==> config.mk <==
export PLATFORM = sky130hd
export DESIGN_NAME = tmr_ch
export DESIGN_NICKNAME = d
export VERILOG_FILES = /design/src/rtl/tmr_ch_pkg.sv /design/src/rtl/tmr_ch_edge_det.sv /design/src/rtl/tmr_ch_flag.sv /design/src/rtl/tmr_ch_wave.sv /design/src/rtl/tmr_ch.sv
export SDC_FILE = /design/constraint.sdc
export NUM_CORES = 1
export LEC_CHECK = 0
export ABC_CLOCK_PERIOD_IN_PS = 3000
export CAP_MARGIN = 20
export CORE_ASPECT_RATIO = 0.8
export CORE_MARGIN = 3
export CORE_UTILIZATION = 50
export CTS_CLUSTER_SIZE = 24
export DETAILED_ROUTE_END_ITERATION = 10
export DONT_BUFFER_PORTS = 1
export PLACE_DENSITY = 0.65
export SLEW_MARGIN = 20
export SYNTH_ARGS = -nofsm -noshare
export SYNTH_HDL_FRONTEND = slang
export SYNTH_SLANG_ARGS = --single-unit
==> constraint.sdc <==
create_clock -name clk -period 3 [get_ports clk]
set_input_delay 0.3 -clock clk [delete_from_list [all_inputs] [get_ports clk]]
set_output_delay 0.3 -clock clk [all_outputs]
set_load 0.02 [all_outputs]
==> src/rtl/tmr_ch_pkg.sv <==
package tmr_ch_pkg;

   typedef enum logic [1:0] {
      CH_CAPTURE = 2'd0,
      CH_COMPARE = 2'd1,
      CH_EPWM    = 2'd2,
      CH_CPWM    = 2'd3
   } ch_mode_e;

   localparam int CTL_FLAG_BIT = 7;
   localparam int CTL_IE_BIT   = 6;
   localparam int CTL_PWM_BIT  = 5;
   localparam int CTL_CMP_BIT  = 4;
   localparam int CTL_LVL_HI   = 3;
   localparam int CTL_LVL_LO   = 2;

   typedef struct packed {
      logic       ie;
      logic       pwm_sel;
      logic       cmp_sel;
      logic [1:0] lvl;
   } ch_ctrl_t;

   function automatic ch_mode_e decode_mode(logic center, logic pwm_sel, logic cmp_sel);
      if (center)       return CH_CPWM;
      else if (pwm_sel) return CH_EPWM;
      else if (cmp_sel) return CH_COMPARE;
      else              return CH_CAPTURE;
   endfunction

endpackage

==> src/rtl/tmr_ch_edge_det.sv <==
module tmr_ch_edge_det #(
   parameter int STAGES = 2
) (
   input  logic clk,
   input  logic rst_n,
   input  logic pin_i,
   output logic rise_o,
   output logic fall_o
);
   localparam int LAST = STAGES;

   if (STAGES < 2) begin : g_bad_stages
      $error("tmr_ch_edge_det: STAGES must be at least 2");
   end

   logic [LAST:0] chain_q;

   always_ff @(posedge clk or negedge rst_n) begin
      if (!rst_n) chain_q <= '0;
      else        chain_q <= {chain_q[LAST-1:0], pin_i};
   end

   assign rise_o =  chain_q[LAST-1] & ~chain_q[LAST];
   assign fall_o = ~chain_q[LAST-1] &  chain_q[LAST];

endmodule

==> src/rtl/tmr_ch_flag.sv <==
module tmr_ch_flag (
   input  logic clk,
   input  logic rst_n,
   input  logic evt_i,
   input  logic rd_i,
   input  logic wr_i,
   input  logic wr_flag_i,
   output logic flag_o
);
   logic flag_q;
   logic armed_q;

   always_ff @(posedge clk or negedge rst_n) begin
      if (!rst_n) begin
         armed_q <= 1'b0;
      end else if (evt_i) begin
         armed_q <= 1'b0;
      end else if (wr_i) begin
         armed_q <= 1'b0;
      end else if (rd_i && flag_q) begin
         armed_q <= 1'b1;
      end
   end

   always_ff @(posedge clk or negedge rst_n) begin
      if (!rst_n) begin
         flag_q <= 1'b0;
      end else if (evt_i) begin
         flag_q <= 1'b1;
      end else if (wr_i && !wr_flag_i && armed_q) begin
         flag_q <= 1'b0;
      end
   end

   assign flag_o = flag_q;

   assert_event_sets_flag_R3: assert property (@(posedge clk) disable iff (!rst_n)
      evt_i |=> flag_q);

   assert_idle_flag_stays_low_R5: assert property (@(posedge clk) disable iff (!rst_n)
      (!flag_q && !evt_i) |=> !flag_q);

   assert_clear_needs_handshake_R5: assert property (@(posedge clk) disable iff (!rst_n)
      $fell(flag_q) |-> $past(armed_q && wr_i && !wr_flag_i));

   assert_event_disarms_R6: assert property (@(posedge clk) disable iff (!rst_n)
      evt_i |=> !armed_q);

endmodule

==> src/rtl/tmr_ch_wave.sv <==
module tmr_ch_wave
   import tmr_ch_pkg::*;
#(
   parameter int CNT_W = 16
) (
   input  logic             clk,
   input  logic             rst_n,
   input  ch_mode_e         mode_i,
   input  logic [1:0]       lvl_i,
   input  logic [CNT_W-1:0] cnt_i,
   input  logic [CNT_W-1:0] top_i,
   input  logic             down_i,
   input  logic             wrap_i,
   input  logic [CNT_W-1:0] val_i,
   output logic             match_evt_o,
   output logic             pin_o,
   output logic             oe_o
);
   logic out_q;
   logic out_d;
   logic match;
   logic is_pwm;
   logic duty_zero;
   logic duty_full;

   assign match     = (cnt_i == val_i);
   assign is_pwm    = (mode_i == CH_EPWM) || (mode_i == CH_CPWM);
   assign duty_zero = (val_i == '0);
   assign duty_full = (mode_i == CH_CPWM) ? (val_i >= top_i) : (val_i > top_i);

   assign match_evt_o = match && ((mode_i == CH_COMPARE) ||
                                  (is_pwm && !duty_zero && !duty_full));

   always_comb begin
      out_d = out_q;
      case (mode_i)
         CH_COMPARE: begin
            if (match) begin
               case (lvl_i)
                  2'b01:   out_d = ~out_q;
                  2'b10:   out_d = 1'b0;
                  2'b11:   out_d = 1'b1;
                  default: out_d = out_q;
               endcase
            end
         end
         CH_EPWM: begin
            if (match)       out_d = 1'b0;
            else if (wrap_i) out_d = !duty_zero;
         end
         CH_CPWM: begin
            if (match)       out_d = down_i;
            else if (wrap_i) out_d = !duty_zero;
         end
         default: out_d = out_q;
      endcase
   end

   always_ff @(posedge clk or negedge rst_n) begin
      if (!rst_n) out_q <= 1'b0;
      else        out_q <= out_d;
   end

   assign pin_o = is_pwm ? (out_q ^ lvl_i[0]) : out_q;
   assign oe_o  = (lvl_i != 2'b00) && (mode_i != CH_CAPTURE);

   assert_epwm_zero_duty_R9: assert property (@(posedge clk) disable iff (!rst_n)
      (mode_i == CH_EPWM && wrap_i && val_i == '0) |=> !out_q);

   assert_cpwm_up_match_clears_R10: assert property (@(posedge clk) disable iff (!rst_n)
      (mode_i == CH_CPWM && match && !down_i) |=> !out_q);

endmodule

==> src/rtl/tmr_ch.sv <==
module tmr_ch
   import tmr_ch_pkg::*;
#(
   parameter int CNT_W        = 16,
   parameter int SYNC_STAGES  = 2,
   parameter bit PWM_BUFFERED = 1'b1
) (
   input  logic             clk,
   input  logic             rst_n,
   input  logic             bus_rd,
   input  logic             bus_wr,
   input  logic             bus_addr,
   input  logic [CNT_W-1:0] bus_wdata,
   output logic [CNT_W-1:0] bus_rdata,
   input  logic [CNT_W-1:0] cnt_val,
   input  logic [CNT_W-1:0] cnt_top,
   input  logic             cnt_down,
   input  logic             cnt_wrap,
   input  logic             cnt_center,
   input  logic             pin_in,
   output logic             pin_out,
   output logic             pin_oe,
   output logic             irq
);
   localparam int CTL_W = CTL_FLAG_BIT + 1;

   if (CNT_W < CTL_W) begin : g_bad_width
      $error("tmr_ch: CNT_W must hold the control word");
   end

   ch_ctrl_t         ctrl_q;
   ch_mode_e         mode;
   logic             flag;
   logic             rise;
   logic             fall;
   logic             cap_evt;
   logic             cmp_evt;
   logic             is_pwm;
   logic [CNT_W-1:0] val_buf;
   logic [CNT_W-1:0] eff_val;
   logic             ctl_rd;
   logic             ctl_wr;
   logic             val_wr;
   logic [CTL_W-1:0] ctl_word;

   assign ctl_rd = bus_rd && !bus_addr;
   assign ctl_wr = bus_wr && !bus_addr;
   assign val_wr = bus_wr &&  bus_addr;

   always_ff @(posedge clk or negedge rst_n) begin
      if (!rst_n) begin
         ctrl_q <= '0;
      end else if (ctl_wr) begin
         ctrl_q <= bus_wdata[CTL_IE_BIT:CTL_LVL_LO];
      end
   end

   assign mode   = decode_mode(cnt_center, ctrl_q.pwm_sel, ctrl_q.cmp_sel);
   assign is_pwm = (mode == CH_EPWM) || (mode == CH_CPWM);

   tmr_ch_edge_det #(.STAGES(SYNC_STAGES)) edge_i (
      .clk    (clk),
      .rst_n  (rst_n),
      .pin_i  (pin_in),
      .rise_o (rise),
      .fall_o (fall)
   );

   assign cap_evt = (mode == CH_CAPTURE) &&
                    ((ctrl_q.lvl[0] && rise) || (ctrl_q.lvl[1] && fall));

   always_ff @(posedge clk or negedge rst_n) begin
      if (!rst_n)      val_buf <= '0;
      else if (cap_evt) val_buf <= cnt_val;
      else if (val_wr)  val_buf <= bus_wdata;
   end

   if (PWM_BUFFERED) begin : g_staged
      logic [CNT_W-1:0] val_act;
      always_ff @(posedge clk or negedge rst_n) begin
         if (!rst_n)                  val_act <= '0;
         else if (!is_pwm || cnt_wrap) val_act <= val_buf;
      end
      assign eff_val = (is_pwm && !cnt_wrap) ? val_act : val_buf;

      assert_value_held_in_period_R11: assert property (@(posedge clk) disable iff (!rst_n)
         (is_pwm && !cnt_wrap) |=> $stable(val_act));
   end else begin : g_direct
      assign eff_val = val_buf;
   end

   tmr_ch_wave #(.CNT_W(CNT_W)) wave_i (
      .clk         (clk),
      .rst_n       (rst_n),
      .mode_i      (mode),
      .lvl_i       (ctrl_q.lvl),
      .cnt_i       (cnt_val),
      .top_i       (cnt_top),
      .down_i      (cnt_down),
      .wrap_i      (cnt_wrap),
      .val_i       (eff_val),
      .match_evt_o (cmp_evt),
      .pin_o       (pin_out),
      .oe_o        (pin_oe)
   );

   tmr_ch_flag flag_i (
      .clk       (clk),
      .rst_n     (rst_n),
      .evt_i     (cap_evt | cmp_evt),
      .rd_i      (ctl_rd),
      .wr_i      (ctl_wr),
      .wr_flag_i (bus_wdata[CTL_FLAG_BIT]),
      .flag_o    (flag)
   );

   assign ctl_word  = {flag, ctrl_q, 2'b00};
   assign bus_rdata = bus_addr ? val_buf : CNT_W'(ctl_word);
   assign irq       = flag & ctrl_q.ie;

   assert_capture_latches_count_R2: assert property (@(posedge clk) disable iff (!rst_n)
      cap_evt |=> (val_buf == $past(cnt_val)));

   assert_irq_follows_flag_R4: assert property (@(posedge clk) disable iff (!rst_n)
      (ctl_wr && bus_wdata[CTL_IE_BIT] && flag && !cap_evt && !cmp_evt &&
       bus_wdata[CTL_FLAG_BIT]) |=> irq);

endmodule

# Word level (Yosys, flattened, before mapping)
# Cells that the tools add are included.
word_totals:
  ff_bits: 43
  inputBits: 57
  output_inout_bits: 19
  word_cells: 82
classes:
  magnitude_cmp: 2
  n_eq_ne: 9
  muxes: 20
  n_bitwise: 8
  reduce_logical: 33
ops:
  columns: ["cell", "n"]
  rows:
  - ["16-bit two-way mux", 4]
  - ["16-bit == test", 1]
  - ["16-bit greater-or-equal comparator", 1]
  - ["16-bit greater-than comparator", 1]
  - ["16-bit logical NOT", 1]
  - ["1-bit logical AND", 14]
  - ["1-bit two-way mux", 12]
  - ["2-bit == test, second input constant", 4]
  - ["2-bit nonzero test", 4]
  - ["1-bit logical NOT", 6]
  - ["1-bit case mux with 3 select lines", 2]
  - ["3-bit nonzero test", 2]
  - ["2-bit by 1-bit == test with 1-bit output, second input constant", 2]
  - ["1-bit logical OR", 4]
  - ["2-bit two-way mux", 2]
  - ["4-bit inequality test, second input constant", 1]
  - ["1-bit AND", 3]
  - ["1-bit inverter", 3]
  - ["3-bit AND reduction", 1]
  - ["2-bit logical NOT", 1]
  - ["2-bit by 1-bit inequality test with 1-bit output, second input constant", 1]
  - ["1-bit OR", 1]
  - ["1-bit XOR", 1]

# Longest topological paths before layout
depth:
  word_depth: 15
  mapped_depth: 14
  depth_no_buf: 11

# Cells and area by module
# From an unflattened synthesis, not the netlist that was laid out.
unflattened:
  cells_unflattened: 236
  hier_area_um2: 2736.4
modules_own_cells:
  columns: ["module", "instances", "cells_each", "area_per_inst_um2", "seq_area_each_um2"]
  rows:
  - ["tmr_ch", 1, 127, 1810.5, 925.9]
  - ["tmr_ch_wave", 1, 98, 760.7, 25.0]
  - ["tmr_ch_edge_det", 1, 5, 90.1, 75.1]
  - ["tmr_ch_flag", 1, 6, 75.1, 50.0]

# Worst setup path after synthesis
# OpenSTA, ideal clock, no wires.
synth_path:
  kind: "register to register"
  from: "reg ctrl_q (netlist bit ctl_word[5])"
  to: "reg flag_i.armed_q"
  setup_ns: 0.120
  arrival_time_ns: 2.976
  required_ns: 2.880
  setup_slack_ns: -0.097
  path_stages_with_launch: 15
  n_path_buf: 4
  period_less_slack_ns: 3.097
  cell_sequence: "dfrtp_1 > buf_4 > o21bai_2 > buf_4 > buf_2 > clkbuf_1 > nand2_1 > nand2_1 > ha_1 > and4_1 > or4b_1 > or2b_1 > o32a_1 > o41a_1 > o211a_1"
synth_via:
  elab_chain_len: 14
  elab_cells_between_ends: 24
  classes_between: "order compare: 2; eq/ne: 4; mux: 5; bitwise: 1; reduce/logical: 12"
synth_lines:
  columns: ["item", "line_no", "text"]
  rows:
  - ["start, declared", "tmr_ch.sv:31", "ch_ctrl_t ctrl_q;"]
  - ["start signal, assigned", "tmr_ch.sv:54", "ctrl_q <= bus_wdata[CTL_IE_BIT:CTL_LVL_LO];"]
  - ["2-bit two-way mux *", "tmr_ch_pkg.sv:26", "else if (pwm_sel) return CH_EPWM;"]
  - ["2-bit two-way mux *", "tmr_ch_pkg.sv:25", "if (center) return CH_CPWM;"]
  - ["2-bit == test, on equally long branches", "tmr_ch_wave.sv:27, tmr_ch.sv:59, tmr_ch_wave.sv:29", null]
  - ["1-bit logical OR", "tmr_ch_wave.sv:27, tmr_ch.sv:59", null]
  - ["1-bit logical AND", "tmr_ch.sv:84", "assign eff_val = (is_pwm && !cnt_wrap) ? val_act : val_buf;"]
  - ["16-bit two-way mux", "tmr_ch.sv:84", null]
  - ["16-bit greater-than comparator, or another cell as far along", "tmr_ch_wave.sv:29", "assign duty_full = (mode_i == CH_CPWM) ? (val_i >= top_i) : (val_i > top_i);"]
  - ["1-bit two-way mux or 1-bit logical NOT (tied branches)", "tmr_ch_wave.sv:29, tmr_ch_wave.sv:32", null]
  - ["1-bit logical NOT or 1-bit logical AND (tied branches)", "tmr_ch_wave.sv:32", "(is_pwm && !duty_zero && !duty_full));"]
  - ["1-bit logical AND", "tmr_ch_wave.sv:32", null]
  - ["1-bit logical OR", "tmr_ch_wave.sv:31", "assign match_evt_o = match && ((mode_i == CH_COMPARE) ||"]
  - ["1-bit logical AND", "tmr_ch_wave.sv:31", null]
  - ["1-bit OR *", "tmr_ch.sv:110", ".evt_i (cap_evt | cmp_evt),"]
  - ["3-bit nonzero test (no line) or 1-bit two-way mux (tied branches)", null, null]
  - ["end signal, assigned", "tmr_ch_flag.sv:17", "armed_q <= 1'b0;"]
  - ["end signal, assigned", "tmr_ch_flag.sv:19", "armed_q <= 1'b0;"]
  - ["end signal, assigned", "tmr_ch_flag.sv:21", "armed_q <= 1'b1;"]
  - ["end, declared", "tmr_ch_flag.sv:11", "logic armed_q;"]
# Mark *: on every way between the ends. The rest lies on a longest branch, timed or not.
# A chain may end at the register's enable or synchronous reset.

# Worst setup path in the final report
# Ends and elaborated chain as after synthesis.

==> metrics.md <==
| Metric | Value |
|---|---|
| Syn nets | `400` |
| Comb pwr share | `between 30% and 40%` |
| Placed Cells | `405` |
| Initial antenna violation count | `0` |
| Tcrit/Tclk final | `99.5%` |
| Total GRT Usage | `23.9%` |
| Post-synth EDFFs | `0` |
| Most instantiated cells after synthesis | `nand2_1 (46), dfrtp_1 (43), inv_1 (35)` |
| Post-layout minimum cycle time | `2.99 ns` |
| Pins Over Slew Limit | `0` |
| Routed vias/inst | `around 6` |
| Flops & latches, synth | `43` |
| MaxCap Viol Count | `0` |
| Sequential area share after synthesis | `between 30% and 40%` |
| Clock sink count | `43` |
| Internal power | `1.34 mW` |
| Fmax | `about 330 MHz` |
| Worst path arrival time | `approximately 3.2 ns` |
| Clk pwr share | `between 20% and 30%` |
| Row count | `24` |
| Worst r2r dst | `flag_i.armed_q` |
| Vias | `2540` |
| Total grt overflow | `0` |
| Worst hold path class | `in -> reg` |
| Setup violators final | `0` |
| First-pass DRT Iterations | `4` |
| IO Port Bufs | `0` |
| Detailed placer's ending HPWL | `around 6400 µm` |
| Final Non-Filler Cells | `between 400 and 500` |
| RSZ-0062 raised after global routing | `true` |
| R2R depth | `9` |
| Cell count after synthesis | `327` |
| Final Hold Fails | `0` |
| DR iter-0 viols | `180` |
| Vias in the first global route | `2380` |
| Root buffer cell | `clkbuf_8` |
| Core Box Area | `5620 µm²` |
| Async S/R FF share, synth | `100%` |
| Post-route DRC violation count | `0` |
| Initial Util | `a little over half` |
| Startpoint Class | `flip-flop` |
| Placed Instance Area | `around 3100 µm²` |
| Status | `completed` |
| Chip height | `75.2 µm` |
| Psw | `about 0.8 mW` |
| Yosys warns | `0` |
| Top cells by area, synth | `dfrtp_1 (36%), mux2_2 (7.5%), ha_1 (6.7%), mux2i_1 (6.3%), nand2_1 (5.8%)` |
| Critical Path Start | `ctl_word[5]` |
| GPL Wtd Cong | `roughly 0.87` |
| Bufs on Longest Clock Path | `2` |
| Nets | `between 400 and 500` |
| Critical path class | `reg -> reg` |
| # H-tree levels | `2` |
| Worst setup endpoint | `flag_i.armed_q` |
| Leak | `between 1.5 and 2 nW` |
| P&R area growth vs syn | `14.9%` |
| Diode count | `0` |
| Power share of the sequential group | `40.9%` |
| Yosys cell types | `53` |
| Worst Setup End Kind | `flip-flop` |
| Overall Power | `approximately 2.1 mW` |
| Largest net degree at the start of global routing | `44` |
| Most used DFF post-synth | `dfrtp_1` |
| Layout Skew | `~0.0093 ns` |
| Avg Cell Area, Syn | `9.16 µm²` |
| Max VDD drop | `between 0.3 and 0.4 mV` |
| Launching point of the worst reg2reg path | `ctl_word[5]` |
| Clk_lat worst skew | `around 0.31 ns` |
| Post-Syn Area | `about 3000 µm²` |
| Finished Cell Area | `between 3000 and 4000 µm²` |
| Antenna viol nets, final | `0` |
| CP required | `3.20 ns` |
| Layout cells sized above 1 | `19.0%` |
| First-pass GRT wire length | `between 10000 and 15000 µm` |
| Top cell type by total area after synthesis | `dfrtp_1` |
| Flop2flop setup slack | `around 0.015 ns` |
| Most numerous cell in the Yosys netlist | `nand2_1` |
| I/O pin count | `76` |
| Rel. slew slack | `between 30% and 40%` |
| Drt wl/cell | `between 20 and 25 µm` |
| CTS tree | `built` |
| Worst slew pin tran | `0.927 ns` |
| Pwr/cell area | `about 620 nW/µm²` |
| Top-area cell type share of the netlist area | `a little over a third` |
| CTS clock-pin slew for the worst setup and hold paths | `0.09 ns` |
| Crit Path Max Fanout | `5` |
| Die area | `between 6000 and 7000 µm²` |
| Num CTS Buffers | `5` |
| Switch share | `37.4%` |
| Die Span X | `92.6 µm` |
| Final WL | `around 8500 µm` |
## per-stage QoR
step / util, % / hold slack, ns / setup TNS (ns) / setup WS (ns)
after detailed placement: 55.7 / 0.00532 / -0.127 / -0.0925
final: 61.3 / 0.00709 / 0 / 0.0145
after CTS: 58.6 / 0.00951 / 0 / 0.0119
after global routing: 61.3 / 0.00208 / -0.129 / -0.0833
after global placement: 55.7 / 0.00544 / -0.00865 / -0.00865
after floorplan: - / 0.00441 / 0 / 0.0429
## layout by cell type, fill, tap and decap left out, types with 4 or more instances in the layout
master | netlist | layout
xor2_1 | 6 | 6
nor3_1 | 4 | 4
ha_1 | 16 | 13
clkbuf_8 | 0 | 6
nor2_1 | 8 | 8
buf_4 | 2 | 13
buf_6 | 2 | 4
a22oi_1 | 4 | 4
xnor2_1 | 6 | 6
mux2_2 | 20 | 18
o21ai_1 | 2 | 4
dfrtp_1 | 43 | 43
nor4_1 | 6 | 6
inv_1 | 35 | 35
o21ai_0 | 28 | 26
mux2_4 | 1 | 4
nand2_1 | 46 | 45
a21oi_1 | 7 | 7
mux2i_1 | 19 | 18
nand4_1 | 5 | 5
and2_1 | 9 | 9
o221ai_1 | 6 | 6
## worst min path at each step
stage	start	end	slack, ns	depth (start not counted)
6_report	pin_in	edge_i.chain_q[0]	0.007	0
3_5_place_dp	rst_n	wave_i.out_q	0.005	0
2_1_floorplan	rst_n	ctl_word[2]	0.004	0
5_1_grt	pin_in	edge_i.chain_q[0]	0.002	0
3_3_place_gp	rst_n	wave_i.out_q	0.005	0
4_1_cts	pin_in	edge_i.chain_q[0]	0.01	0
## cell families (layout without fill, tap and decap cells)
family	count (synthesis)	after routing	synth area share, %
AO/OA/AOI/OAI	66	66	15.1
XOR/XNOR	12	12	3.51
adder cells (fa/ha/maj)	16	16	6.68
buffers and inverters	48	64	6.85
flip-flops	43	43	35.9
multiplexers	41	41	14.7
AND/OR/NAND/NOR	101	101	17.2
## registers in the layout (all words and copies together), names as in the netlist
name	cells
flag_i.armed_q	1
ctl_word	5
g_staged.val_act	16
flag_i.flag_o	1
edge_i.chain_q	3
val_buf	16
wave_i.out_q	1
## power groups by stage
stage / clock (mW) / sequential (mW) / combinational, mW
after floorplan: 0 / 0.808 / 0.537
after global placement: 0 / 0.868 / 0.670
after detailed placement: 0 / 0.866 / 0.690
after CTS: 0.484 / 0.859 / 0.711
after global routing: 0.506 / 0.888 / 0.858
final: 0.486 / 0.873 / 0.776
## final cells by class
| cell class | instances | area (µm²) |
|---|---|---|
| sequential | 43 | 1080 |
| fill | 503 | 2170 |
| multi-input combinational | 236 | 1810 |
| tap | 78 | 97.6 |
| timing repair buffer | 21 | 215 |
| clock inverter | 2 | 35.0 |
| clock buffer | 6 | 82.6 |
| inverter | 35 | 131 |
## worst max-delay path: stages, from the launching register on
cell and delay (ns):
dfrtp_1 0.42, o21bai_4 0.24, buf_12 0.15, mux2_4 0.31
ha_1 0.30, nand4_1 0.14, or4b_4 0.56, o32a_1 0.18
o41a_1 0.35, o211a_1 0.22
## layer usage
layer / GRT usage, % / share of wire (%)
met5: 0 / 0
met2: 33.9 / 41
met4: 3.46 / 0.67
met3: 6.59 / 8.4
met1: 37.0 / 50
## what timing repair did
action | 4_1_cts | 5_1_grt
hold buffers | 2 | 0
setup endpoints to repair | 2 | 2
buffers inserted | 0 | 6
gates resized for setup | 1 | 20
endpoints found under the hold margin | 43 | 0
cloned | 0 | 0
pin swaps | 0 | 7
Power figures use the tool's default switching activity.
